--- src/rtl/clkgate_pkg.sv ---
package clkgate_pkg;

  // Fixed lane positions before the PCI and SDRAM groups.
  localparam int CPU_IDX   = 0;
  localparam int CPUF_IDX  = 1;
  localparam int PCIF_IDX  = 2;
  localparam int PCI0_IDX  = 3;
  // Lanes that follow the SDRAM group: hub clock, 66 MHz, reference, USB, dot, video.
  localparam int TAIL_LANES = 6;

  function automatic int lane_total(input int np, input int ns);
    return PCI0_IDX + np + ns + TAIL_LANES;
  endfunction

  function automatic int hub_idx(input int np, input int ns);
    return PCI0_IDX + np + ns;
  endfunction

  function automatic int ref_idx(input int np, input int ns);
    return PCI0_IDX + np + ns + 2;
  endfunction

  // Lanes held by the processor stop request.
  function automatic logic [63:0] cpu_stop_mask();
    logic [63:0] m;
    m = '0;
    m[CPU_IDX] = 1'b1;
    return m;
  endfunction

  // Lanes held by the PCI stop request.
  function automatic logic [63:0] pci_stop_mask(input int np);
    logic [63:0] m;
    m = '0;
    for (int k = 0; k < np; k++) m[PCI0_IDX + k] = 1'b1;
    return m;
  endfunction

  // Lanes whose enable bit is honoured: all except the free-running three.
  function automatic logic [63:0] cfg_mask(input int np, input int ns);
    logic [63:0] m;
    m = '0;
    for (int k = 0; k < lane_total(np, ns); k++) m[k] = 1'b1;
    m[PCIF_IDX]       = 1'b0;
    m[hub_idx(np, ns)] = 1'b0;
    m[ref_idx(np, ns)] = 1'b0;
    return m;
  endfunction

endpackage

--- src/rtl/clkgate_sync.sv ---
module clkgate_sync #(
  parameter int         W      = 3,
  parameter logic [W-1:0] RST_VAL = '1
) (
  input  logic         clk,
  input  logic         rst_n,
  input  logic [W-1:0] async_in,
  output logic [W-1:0] sync_out
);
  logic [W-1:0] meta_q;
  logic [W-1:0] sync_q;

  always_ff @(posedge clk or negedge rst_n) begin
    if (!rst_n) begin
      meta_q <= RST_VAL;
      sync_q <= RST_VAL;
    end else begin
      meta_q <= async_in;
      sync_q <= meta_q;
    end
  end

  assign sync_out = sync_q;
endmodule

--- src/rtl/clkgate_ctrl.sv ---
module clkgate_ctrl #(
  parameter int               N        = 21,
  parameter logic [N-1:0]     CPU_M    = '0,
  parameter logic [N-1:0]     PCI_M    = '0,
  parameter logic [N-1:0]     CFG_M    = '0
) (
  input  logic         clk,
  input  logic         rst_n,
  input  logic         pd_s_n,
  input  logic         cpu_s_n,
  input  logic         pci_s_n,
  input  logic [N-1:0] lane_en,
  output logic         pd_active,
  output logic [N-1:0] hold
);
  // Previous synchronized power-down sample; qualification needs two lows in a row.
  logic pd_prev_n;

  always_ff @(posedge clk or negedge rst_n) begin
    if (!rst_n) pd_prev_n <= 1'b1;
    else        pd_prev_n <= pd_s_n;
  end

  assign pd_active = ~pd_s_n & ~pd_prev_n;

  logic [N-1:0] cpu_hold, pci_hold, cfg_hold;

  assign cpu_hold = CPU_M & {N{~cpu_s_n}};
  assign pci_hold = PCI_M & {N{~pci_s_n}};
  assign cfg_hold = CFG_M & ~lane_en;

  assign hold = {N{pd_active}} | cpu_hold | pci_hold | cfg_hold;
endmodule

--- src/rtl/clkgate_lane.sv ---
module clkgate_lane (
  input  logic clk,
  input  logic rst_n,
  input  logic lane_in,
  input  logic hold,
  output logic lane_out,
  output logic gate_open
);
  logic prev_q;
  logic open_q;
  logic out_q;
  logic fall_now;

  // The gate state may change only when the lane input has just gone low.
  assign fall_now = prev_q & ~lane_in;

  always_ff @(posedge clk or negedge rst_n) begin
    if (!rst_n) begin
      prev_q <= 1'b0;
      open_q <= 1'b0;
      out_q  <= 1'b0;
    end else begin
      prev_q <= lane_in;
      out_q  <= lane_in & open_q;
      if (fall_now) open_q <= ~hold;
    end
  end

  assign lane_out  = out_q;
  assign gate_open = open_q;
endmodule

--- src/rtl/clk_stop_gate.sv ---
module clk_stop_gate #(
  parameter int NUM_PCI   = 6,
  parameter int NUM_SDRAM = 6,
  localparam int NUM_LANES = clkgate_pkg::lane_total(NUM_PCI, NUM_SDRAM)
) (
  input  logic                 clk,
  input  logic                 rst_n,
  input  logic                 pwrdn_n,
  input  logic                 cpu_stop_n,
  input  logic                 pci_stop_n,
  input  logic [NUM_LANES-1:0] lane_en,
  input  logic [NUM_LANES-1:0] lane_in,
  output logic [NUM_LANES-1:0] lane_out,
  output logic                 pwrdn_status
);
  localparam logic [NUM_LANES-1:0] CPU_M =
    NUM_LANES'(clkgate_pkg::cpu_stop_mask());
  localparam logic [NUM_LANES-1:0] PCI_M =
    NUM_LANES'(clkgate_pkg::pci_stop_mask(NUM_PCI));
  localparam logic [NUM_LANES-1:0] CFG_M =
    NUM_LANES'(clkgate_pkg::cfg_mask(NUM_PCI, NUM_SDRAM));

  logic [2:0] req_s_n;
  logic       pd_active;
  logic [NUM_LANES-1:0] hold;
  logic [NUM_LANES-1:0] open_vec;

  clkgate_sync #(.W(3), .RST_VAL(3'b111)) u_sync (
    .clk      (clk),
    .rst_n    (rst_n),
    .async_in ({pci_stop_n, cpu_stop_n, pwrdn_n}),
    .sync_out (req_s_n)
  );

  clkgate_ctrl #(
    .N     (NUM_LANES),
    .CPU_M (CPU_M),
    .PCI_M (PCI_M),
    .CFG_M (CFG_M)
  ) u_ctrl (
    .clk       (clk),
    .rst_n     (rst_n),
    .pd_s_n    (req_s_n[0]),
    .cpu_s_n   (req_s_n[1]),
    .pci_s_n   (req_s_n[2]),
    .lane_en   (lane_en),
    .pd_active (pd_active),
    .hold      (hold)
  );

  for (genvar g = 0; g < NUM_LANES; g++) begin : g_lane
    clkgate_lane u_lane (
      .clk       (clk),
      .rst_n     (rst_n),
      .lane_in   (lane_in[g]),
      .hold      (hold[g]),
      .lane_out  (lane_out[g]),
      .gate_open (open_vec[g])
    );
  end

  assign pwrdn_status = pd_active & ~|open_vec;
endmodule

--- config.mk ---
export PLATFORM = sky130hd
export DESIGN_NAME = clk_stop_gate
export DESIGN_NICKNAME = d
export VERILOG_FILES = /design/src/rtl/clkgate_pkg.sv /design/src/rtl/clkgate_sync.sv /design/src/rtl/clkgate_ctrl.sv /design/src/rtl/clkgate_lane.sv /design/src/rtl/clk_stop_gate.sv
export SDC_FILE = /design/constraint.sdc
export NUM_CORES = 1
export LEC_CHECK = 0
export ABC_AREA = 1
export BUFFER_PORTS_ARGS = -buffer_cell sky130_fd_sc_hd__buf_2
export CORE_ASPECT_RATIO = 1.5
export CORE_MARGIN = 2
export CORE_UTILIZATION = 45
export DETAILED_ROUTE_END_ITERATION = 7
export GPL_ROUTABILITY_DRIVEN = 0
export PLACE_DENSITY_LB_ADDON = 0.2
export SYNTH_ARGS = -nofsm -noshare
export SYNTH_HDL_FRONTEND = slang
export SYNTH_HIERARCHICAL = 1
export SYNTH_SLANG_ARGS = --single-unit
export TNS_END_PERCENT = 20
--- constraint.sdc ---
create_clock -name clk -period 4.12 [get_ports clk]
set_input_delay 0.824 -clock clk [delete_from_list [all_inputs] [get_ports clk]]
set_output_delay 0.824 -clock clk [all_outputs]
set_load 0.01 [all_outputs]
# Word level (Yosys, flattened, before mapping)
# Index checks and enable logic that the tools add are counted.
# Widths: inputs -> output; s select.
[totals]
reg_bits = 70
inputBits = 47
out_inout_bits = 22
wordCells = 162
[classes]
bitwise_logic = 94
reduce_logical = 2
[ops]
columns = ["op", "count"]
rows = [
  ["$not 1->1", 46],
  ["$and 1x1->1", 44],
  ["$not 21->21", 1],
  ["$or 21x1->21", 1],
  ["$or 21x21->21", 1],
  ["$or 21x9->21", 1],
  ["$reduce_or 21->1", 1],
  ["$logic_not 1->1", 1],
]

# Longest topological paths before layout
# Gate-level depths: netlist (run 1).
[depth]
word_depth = 6
mapped_depth = 10
mapped_depth_nobuf = 9

# Modules after synthesis
# Netlist (run 1), hierarchy kept.
[modules_own_cells]
columns = ["module", "instances", "cells_each", "area_per_inst_um2"]
rows = [
  ["clkgate_lane", 21, 11, 106.4],
  ["clkgate_ctrl", 1, 27, 158.9],
  ["clkgate_sync", 1, 6, 157.7],
  ["clk_stop_gate", 1, 21, 82.6],
]

# Worst setup path before layout (run 1)
# No wires, ideal clock.
[synth_path]
path_type = "register to output"
start = "reg u_sync.sync_q[0] (netlist: u_sync/sync_out[0])"
end = "out pwrdn_status"
arrival_ps = 1141
required_time_ps = 3296
setup_slack_ps = 2155
path_stages_with_launch = 11
path_buffers = 1
cell_sequence = "dfstp_2 > inv_1 > nand2_4 > buf_6 > inv_1 > inv_1 > nor2_1 > nand2_1 > nor2_1 > nand2_1 > nor2_2"
[synth_between]
elab_chain_len = 3
[synth_rtl]
columns = ["item", "line_no", "source"]
rows = [
  ["start, declared", "clkgate_sync.sv:11", "logic [W-1:0] sync_q;"],
  ["start signal, assigned", "clkgate_sync.sv:19", "sync_q <= meta_q;"],
  ["$not 1->1", "clkgate_ctrl.sv:24", "assign pd_active = ~pd_s_n & ~pd_prev_n;"],
  ["$and 1x1->1", "clkgate_ctrl.sv:24", ""],
  ["named net pd_active", "clk_stop_gate.sv:24", "logic pd_active;"],
  ["$and 1x1->1", "clk_stop_gate.sv:62", "assign pwrdn_status = pd_active & ~|open_vec;"],
  ["end, declared", "clk_stop_gate.sv:14", "output logic pwrdn_status"],
]
# The timed path passes the listed nets, and every way through them passes these cells.

# Worst setup path after layout (run 1)
# Same ends and word-level chain as after synthesis.

==> impl_metrics.env, run 1 <==
export IMPL_min_to="u_sync/sync_out[2]$_DFF_PN1_"
export IMPL_final_cells=434
export IMPL_r2r_start="u_sync/sync_out[0]$_DFF_PN1_"
export IMPL_hold_viol_final=0
export IMPL_worstHoldStart="u_sync/meta_q[2]$_DFF_PN1_"
export IMPL_grt_max_degree=71
export IMPL_num_fill_cells=540
export IMPL_critPathKind="flop to output port"
export IMPL_fmax_mhz=396
export IMPL_fin_ws_ns=1.59
export IMPL_skew_ns=0.00726
export IMPL_yosysMostFrequentCell="nand2_1"
export IMPL_io_pins=69
export IMPL_synth_main_ff_cell="dfrtp_1"
export IMPL_post_route_util=0.568
export IMPL_rsz0062_at_grt="false"
export IMPL_power_leakage_nw=2.07
export IMPL_drive_gt1_frac=0.249
export IMPL_hp_class="flop to flop"
export IMPL_p_per_area_nw_per_um2=480
export IMPL_reg2reg_to="g_lane[15].u_lane/gate_open$_DFFE_PN0P_"
export IMPL_ant_nets=0
export IMPL_synth_edf_count=0
export IMPL_yosysWarnings=6
export IMPL_synth_cells_most_frequent="nand2_1, inv_1, dfrtp_1"
export IMPL_drt_iter0_markers=78
export IMPL_cts_buffer_depth=2
export IMPL_die_area_um2=6490
export IMPL_vias=1894
export IMPL_dp_hpwl_um=3140
export IMPL_rows=34
export IMPL_synth_area_um2=2630
export IMPL_finalCriticalPeriod_ns=2.53
export IMPL_post_place_ws_ns=1.91
export IMPL_cts_buffers=9
export IMPL_yosys_register_bits=70
export IMPL_dp_cells=418
export IMPL_critPathLaunchType="flop"
export IMPL_yosysTopAreaCell="dfrtp_1"
export IMPL_post_cts_buffers=0
export IMPL_cts_tree="yes"
export IMPL_port_buffers=65
export IMPL_wire_per_inst_um=10.2
export IMPL_root_buffer="clkbuf_8"
export IMPL_synthArstFlopShare=1.00
export IMPL_initial_utilization=0.458
export IMPL_finalNetCount=404
export IMPL_yosysSeqAreaShare=0.669
export IMPL_syn2layout_area_growth_pct=24.0
export IMPL_status="completed"
export IMPL_cts_repair_resized=0
export IMPL_die_width_um=66.5
export IMPL_overflow=0
export IMPL_cts_htree_levels=3
export IMPL_grt_pass1_wl_um=7440
export IMPL_whs_path_depth=0
export IMPL_die_h_um=97.7
export IMPL_grt_use_total=0.155
export IMPL_grt_antenna_before_repair=0
export IMPL_r2r_slack_ns=2.93
export IMPL_synth_nets=332
export IMPL_cts_hold_buf=0
export IMPL_tightest_slew_ns=0.846
export IMPL_required_ns=3.30
export IMPL_grt_pass1_vias=1806
export IMPL_vias_per_cell=4.36
export IMPL_regArea_um2=1760
export IMPL_clkTransAtPathRegs_ns=0.07
export IMPL_dr_pass1_iters=4
export IMPL_fin_tns_setup_ns=0
export IMPL_cap_violations=0
export IMPL_coreArea_um2=5740
export IMPL_cts_sinks=70
export IMPL_final_max_slew_viol_count=0
export IMPL_worstSkewPairLatency_ns=0.34
export IMPL_worst_setup_path_end_kind="output port"
export IMPL_crit_fanout=19
export IMPL_drc_errors=0
export IMPL_ff2ff_path_depth=6
export IMPL_setup_viol=0
export IMPL_peakVddDrop_mv=0.382
export IMPL_num_antenna_cells=0
export IMPL_synthTopCellsByArea="dfrtp_1, nand2_1, inv_1, dfstp_2, nand3_1"
export IMPL_synth_cell_type_count=10
export IMPL_multi_input_area_um2=587
export IMPL_timing_hold_ws_ns=0.350
export IMPL_critPathArrivalTime_ns=1.70
export IMPL_fin_crit_sh=0.614
export IMPL_routed_wl_um=4420
export IMPL_max_slew_margin_rel=0.436
export IMPL_syn_avg_cell_area_um2=9.24
export IMPL_synth_top_cell_area_share=0.599
export IMPL_synthCells=285
cells by family (layout without fill, tap and decap cells):
kind of cell	Yosys count	in the layout	share of synthesized area
flops	70	70	0.669
simple gates	144	144	0.223
buf+inv	71	148	0.108
placed cells by master, fill, tap and decap left out:
cell | Yosys | layout
clkinv_4 | 0 | 1
nand2_4 | 1 | 1
nor2_1 | 13 | 13
nand2_1 | 100 | 100
nor2_2 | 1 | 1
buf_2 | 0 | 64
bufinv_16 | 0 | 3
buf_4 | 3 | 1
dfstp_2 | 7 | 7
clkbuf_8 | 0 | 10
clkinv_2 | 0 | 2
dfrtp_1 | 63 | 63
inv_1 | 67 | 67
nand3_1 | 29 | 29
area by class of cell:
| cell class | instances | area share |
|---|---|---|
| clock buffers | 10 | 0.0422 |
| clock inverters | 6 | 0.0334 |
| inverters | 67 | 0.0771 |
| multi-input cells | 144 | 0.180 |
| flip-flops and latches | 70 | 0.539 |
| well taps | 72 | 0.0276 |
| repair buffers | 65 | 0.100 |
per-stage QoR:
stage	cell area [µm²]	power [mW]
finish	3260	1.57
global route	3260	1.65
CTS	3260	1.59
detailed placement	3020	0.922
global placement	3020	0.916
floorplan	2630	0.852
worst max path at each step:
stage / from / to / slack, ns / depth (start not counted)
after floorplan: u_sync/sync_out[0]$_DFF_PN1_ / pwrdn_status / 2.16 / 10
after global placement: u_sync/sync_out[0]$_DFF_PN1_ / pwrdn_status / 1.92 / 10
after detailed placement: u_sync/sync_out[0]$_DFF_PN1_ / pwrdn_status / 1.91 / 10
after CTS: u_sync/sync_out[0]$_DFF_PN1_ / pwrdn_status / 1.53 / 10
after global routing: u_sync/sync_out[0]$_DFF_PN1_ / pwrdn_status / 1.36 / 10
final: u_sync/sync_out[0]$_DFF_PN1_ / pwrdn_status / 1.59 / 10
worst max-delay path: stages, from the launching register on:
cell and delay (ns):
dfstp_2 0.37, inv_1 0.08, nand2_4 0.16, inv_1 0.16
inv_1 0.05, nor2_1 0.08, nand2_1 0.05, nor2_1 0.12
nand2_1 0.09, nor2_2 0.08, buf_2 0.13
layer usage:
| metal | vias up | GRT usage | part of all wire |
|---|---|---|---|
| met5 | - | 0 | 0 |
| met2 | 50 | 0.259 | 0.50 |
| li1 | 971 | - | - |
| met4 | 0 | 0.0754 | 0.020 |
| met3 | 7 | 0.0579 | 0.060 |
| met1 | 866 | 0.169 | 0.42 |
state kept, by name, indices dropped and copies added (netlist names):
signal and count:
u_ctrl/pd_prev_n 1, u_sync/sync_out 3, g_lane.u_lane/gate_open 21, g_lane.u_lane/lane_out 21, u_sync/meta_q 3, g_lane.u_lane/prev_q 21
report_power, final:
group | leakage, nW | switching, mW | total, mW | internal, mW
registers | 0.868 | 0.0294 | 0.772 | 0.742
clock network | 0.126 | 0.244 | 0.662 | 0.417
logic | 1.08 | 0.0784 | 0.133 | 0.0543
total | 2.07 | 0.352 | 1.57 | 1.21
Power figures use the tool's default switching activity.
==> inputs of run 2 (changes only) <==
clock period = 2.41 ns   (was 4.12 ns; I/O delays follow)
==> run 2 against run 1 <==
Effect of this change:
- sequential share of layout area increased by 0.40 points
- final area decreased by 0.73%
- non-clock buffer count unchanged
- combinational power increased by 71%
- setup slack got worse by 1.4 ns
- clock power increased by 57%
- global-route usage increased by 0.31 points
- first-iteration DRC count increased by 13%
- clock-buffer cell count unchanged
- flip-flop and latch count unchanged
==> impl_metrics.env, run 2 (same netlist as run 1, synthesis figures left out) <==
export IMPL_tightest_slew_ns=0.858
export IMPL_power_leakage_nw=2.05
export IMPL_routed_wl_um=4630
export IMPL_grt_max_degree=71
export IMPL_overflow=0
export IMPL_die_width_um=66.5
export IMPL_status="completed"
export IMPL_min_to="u_sync/meta_q[1]$_DFF_PN1_"
export IMPL_met3_usage=0.0463
export IMPL_dp_hpwl_um=3140
export IMPL_initial_utilization=0.458
export IMPL_cpPeakStageDelay_ns=0.37
export IMPL_grt_pass1_wl_um=7680
export IMPL_final_common_cell="nand2_1"
export IMPL_grt_pass1_vias=1743
export IMPL_io_pins=69
export IMPL_root_buffer="clkbuf_8"
export IMPL_crit_fanout=19
export IMPL_final_max_slew_viol_count=0
export IMPL_coreArea_um2=5740
export IMPL_r2r_slack_ns=1.21
export IMPL_skew_ns=0.00806
export IMPL_fin_tns_setup_ns=0
export IMPL_cp_cell_sequence="inv_1 > nand2_4 > inv_1 > inv_1 > nor2_1 > nand2_1 > nor2_1 > nand2_1 > nor2_2 > buf_2"
export IMPL_required_ns=1.93
export IMPL_path_common_cell="inv_1"
export IMPL_whs_path_depth=1
export IMPL_post_cts_buffers=0
export IMPL_ant_nets=0
export IMPL_cts_hold_buf=0
export IMPL_vias=1859
export IMPL_cts_sinks=70
export IMPL_finalPower_mw=2.59
export IMPL_cts_repair_resized=0
export IMPL_path_delay_family="simple AND/OR/NAND/NOR gates"
export IMPL_worst_setup_path_end_kind="output port"
export IMPL_grt_busiest_layer="met2"
export IMPL_peakVddDrop_mv=0.543
export IMPL_grt_use_total=0.159
export IMPL_drt_iter0_markers=88
export IMPL_p_per_area_nw_per_um2=798
export IMPL_final_cells=434
export IMPL_grt_use_met1=0.199
export IMPL_syn2layout_area_growth_pct=23.1
export IMPL_dr_pass1_iters=6
export IMPL_worstSkewPairLatency_ns=0.33
export IMPL_cts_buffer_depth=2
export IMPL_grt_antenna_before_repair=0
export IMPL_setup_viol=0
export IMPL_max_slew_margin_rel=0.428
export IMPL_critPathArrivalTime_ns=1.70
export IMPL_worstHoldStart="cpu_stop_n"
export IMPL_hold_viol_final=0
export IMPL_clkTransAtPathRegs_ns=0.08
export IMPL_critPathKind="flop to output port"
export IMPL_cap_violations=0
export IMPL_fmax_mhz=458
export IMPL_r2r_start="u_sync/sync_out[0]$_DFF_PN1_"
export IMPL_vias_per_cell=4.28
export IMPL_placed_cell_area_um2=3020
export IMPL_port_buffers=65
export IMPL_rsz0062_at_grt="false"
export IMPL_cts_buffers=9
export IMPL_cts_tree="yes"
export IMPL_final_area_um2=3240
export IMPL_final_cell_mix="nand2_1, inv_1, buf_2"
export IMPL_slowest_stage="dfstp_2"
export IMPL_drive_gt1_frac=0.249
export IMPL_num_antenna_cells=0
export IMPL_num_fill_cells=541
export IMPL_die_h_um=97.7
export IMPL_drc_errors=0
export IMPL_finalNetCount=404
export IMPL_met2_usage=0.250
export IMPL_hp_class="primary input to flop"
export IMPL_reg2reg_to="g_lane[4].u_lane/gate_open$_DFFE_PN0P_"
export IMPL_critPathLaunchType="flop"
export IMPL_timing_hold_ws_ns=0.243
export IMPL_dp_cells=418
export IMPL_ff2ff_path_depth=6
export IMPL_cp_num_buf_inv=4
export IMPL_rows=34
export IMPL_fin_crit_sh=0.905
export IMPL_finalCriticalPeriod_ns=2.18
export IMPL_die_area_um2=6490
export IMPL_cts_htree_levels=3
export IMPL_wire_per_inst_um=10.7
==> run 2: how the worst max path moves through the flow <==
stage               slack [ns]           end  depth (start not counted)                          from
floorplan                 0.79  pwrdn_status                         10  u_sync/sync_out[0]$_DFF_PN1_
global placement          0.57  pwrdn_status                         10  u_sync/sync_out[0]$_DFF_PN1_
detailed placement        0.55  pwrdn_status                         10  u_sync/sync_out[0]$_DFF_PN1_
CTS                       0.16  pwrdn_status                         10  u_sync/sync_out[0]$_DFF_PN1_
global route              0.01  pwrdn_status                         10  u_sync/sync_out[0]$_DFF_PN1_
finish                    0.23  pwrdn_status                         10  u_sync/sync_out[0]$_DFF_PN1_
==> run 2: where the power goes <==
part           total [mW]  internal [mW]  switching, mW
clock network        1.04          0.607          0.432
logic               0.227         0.0927          0.134
registers            1.32           1.27         0.0514
==> run 2: cell type report <==
type / count / area, µm² / area share
Clock buffer: 10 / 138 / 0.0425
Inverter: 67 / 251 / 0.0776
Timing Repair Buffer: 65 / 328 / 0.101
Clock inverter: 6 / 85.1 / 0.0263
Multi-Input combinational cell: 144 / 587 / 0.181
Sequential cell: 70 / 1760 / 0.543
Tap cell: 72 / 90.1 / 0.0278
==> run 2: layer usage <==
| metal | up-vias | share of wire | wire (µm) |
|---|---|---|---|
| met5 | - | 0 | 0 |
| met1 | 844 | 0.43 | 2010 |
| met2 | 44 | 0.50 | 2330 |
| li1 | 965 | - | - |
| met4 | 0 | 0.016 | 72 |
| met3 | 6 | 0.047 | 219 |
==> run 2: stage by stage <==
step	worst slack, ns	util
detailed placement	0.548	0.525
global placement	0.566	0.525
finish	0.228	0.564
floorplan	0.787	-
CTS	0.162	0.564
global route	0.0111	0.564
==> run 2: worst reg2reg max path, cell delays in order, from the launching register on <==
cell and delay (ns):
dfstp_2 0.53, inv_1 0.06, nand2_4 0.21, nand3_1 0.12, inv_1 0.08, nand3_1 0.08, nand2_1 0.07
==> inputs of run 3 (changes only) <==
--- a/config.mk
+++ b/config.mk
@@ -15,2 +15,3 @@
 export PLACE_DENSITY_LB_ADDON = 0.2
+export SETUP_SLACK_MARGIN = 0.5
 export SYNTH_ARGS = -nofsm -noshare
==> constraint.sdc (replaced) <==
create_clock -name clk -period 2.5 [get_ports clk]
set_input_delay 0.5 -clock clk [delete_from_list [all_inputs] [get_ports clk]]
set_output_delay 0.5 -clock clk [all_outputs]
set_load 0.005 [all_outputs]
==> run 3 against run 2 <==
Effect of this change:
- first-iteration DRC count shrank 2.3%
- power shrank 8.9%
- global-route usage shrank 0.17 points
- largest power group unchanged
==> impl_metrics.env, run 3 (same netlist as run 1, synthesis figures left out) <==
export IMPL_routed_wl_um=4600
export IMPL_drive_gt1_frac=0.262
export IMPL_vias_per_cell=4.33
export IMPL_grt_max_degree=71
export IMPL_cts_buffer_depth=2
export IMPL_r2r_slack_ns=1.23
export IMPL_critPathKind="flop to output port"
export IMPL_finalPower_mw=2.36
export IMPL_fmax_mhz=514
export IMPL_required_ns=2.00
export IMPL_r2r_start="u_sync/sync_out[0]$_DFF_PN1_"
export IMPL_drt_iter0_markers=86
export IMPL_dp_hpwl_um=3130
export IMPL_die_area_um2=6490
export IMPL_cts_htree_levels=3
export IMPL_rsz0062_at_grt="true"
export IMPL_drc_errors=0
export IMPL_grt_antenna_before_repair=0
export IMPL_critPathLaunchType="flop"
export IMPL_fin_crit_sh=0.778
export IMPL_power_switching_mw=0.583
export IMPL_syn2layout_area_growth_pct=22.8
export IMPL_overflow=0
export IMPL_crit_path_start="u_sync/sync_out[0]$_DFF_PN1_"
export IMPL_worstSkewPairLatency_ns=0.34
export IMPL_grt_pass1_vias=1725
export IMPL_skew_ns=0.00734
export IMPL_peakVddDrop_mv=0.361
export IMPL_vias=1885
export IMPL_final_max_slew_viol_count=0
export IMPL_setup_viol=0
export IMPL_port_buffers=65
export IMPL_cap_violations=0
export IMPL_ant_nets=0
export IMPL_wire_per_inst_um=10.6
export IMPL_final_cell_mix="nand2_1, inv_1, buf_2"
export IMPL_coreArea_um2=5740
export IMPL_p_per_area_nw_per_um2=729
export IMPL_rows=34
export IMPL_cts_tree="yes"
export IMPL_final_common_cell="nand2_1"
export IMPL_hp_class="primary input to async pin"
export IMPL_dp_cells=418
export IMPL_final_cells=435
export IMPL_cts_buffers=9
export IMPL_internal_power_mw=1.77
export IMPL_swShare=0.248
export IMPL_grt_pass1_wl_um=7400
export IMPL_tightest_slew_ns=0.850
export IMPL_post_route_util=0.563
export IMPL_die_width_um=66.5
export IMPL_root_buffer="clkbuf_8"
export IMPL_grt_use_total=0.157
export IMPL_seqPwrFrac=0.540
export IMPL_num_antenna_cells=0
export IMPL_max_slew_margin_rel=0.433
export IMPL_finalCriticalPeriod_ns=1.94
export IMPL_io_pins=69
export IMPL_cts_sinks=70
export IMPL_hold_viol_final=0
export IMPL_num_fill_cells=534
export IMPL_clkTransAtPathRegs_ns=0.07
export IMPL_dr_pass1_iters=4
export IMPL_pwr_share_clk=0.368
export IMPL_crit_fanout=4
export IMPL_fin_tns_setup_ns=0
export IMPL_initial_utilization=0.458
export IMPL_worst_setup_path_end_kind="output port"
export IMPL_cts_hold_buf=0
export IMPL_critPathArrivalTime_ns=1.44
export IMPL_comb_power_share=0.091
export IMPL_die_h_um=97.7
export IMPL_status="completed"
export IMPL_finalNetCount=405
export IMPL_power_leakage_nw=2.04
-- run 3: final timing paths --
kind	end	depth (start not counted)
max	pwrdn_status	10
min	g_lane[20].u_lane/lane_out$_DFF_PN0_	1
max in group asynchronous	g_lane[11].u_lane/lane_out$_DFF_PN0_	1
min reg2reg	u_sync/sync_out[2]$_DFF_PN1_	0
max reg2reg	g_lane[3].u_lane/gate_open$_DFFE_PN0P_	7
min in group clk	u_sync/meta_q[1]$_DFF_PN1_	1
-- run 3: through the flow --
stage	setup slack, ns	area (µm²)	hold slack, ns
finish	0.556	3230	0.248
detailed placement	0.637	3020	0.348
global route	0.413	3230	0.237
CTS	0.506	3230	0.236
global placement	0.655	3020	0.346
floorplan	0.897	2630	0.204
-- run 3: power by group through the flow --
stage | registers, mW | clock network [mW] | logic [mW]
after global placement | 1.29 | 0 | 0.209
after floorplan | 1.29 | 0 | 0.108
after detailed placement | 1.29 | 0 | 0.215
after CTS | 1.27 | 0.901 | 0.221
after global routing | 1.28 | 0.942 | 0.252
final | 1.27 | 0.867 | 0.215
-- run 3: metal layers --
metal / vias up / share of wire / track usage
li1: 969 / - / -
met1: 862 / 0.42 / 0.179
met2: 45 / 0.50 / 0.254
met3: 9 / 0.046 / 0.0336
met4: 0 / 0.027 / 0.108
met5: - / 0 / 0
-- run 3: worst max-delay path, cell delays in order (launching register included) --
cell,delay (ns)
dfstp_2,0.54
inv_2,0.06
nand2_8,0.06
inv_4,0.04
inv_1,0.05
nor2_2,0.03
nand2_1,0.07
nor2_2,0.04
nand2_1,0.07
nor2_2,0.04
buf_2,0.12
-- run 3: layout make-up --
cell class              count  area (µm²)  share of cell area
well taps                  72        90.1              0.0279
repair buffers             66         335               0.104
clock inverters             6        63.8              0.0197
inverters                  67         254              0.0786
clock buffers              10         128              0.0395
multi-input cells         144         601               0.186
flip-flops and latches     70        1760               0.545
-- run 3: timing repair --
item / CTS / global route
setup buffers: 1 / 0
setup endpoints to repair: 1 / 1
resized for setup: 5 / 2
cloned: 0 / 0
pin swaps: 1 / 0
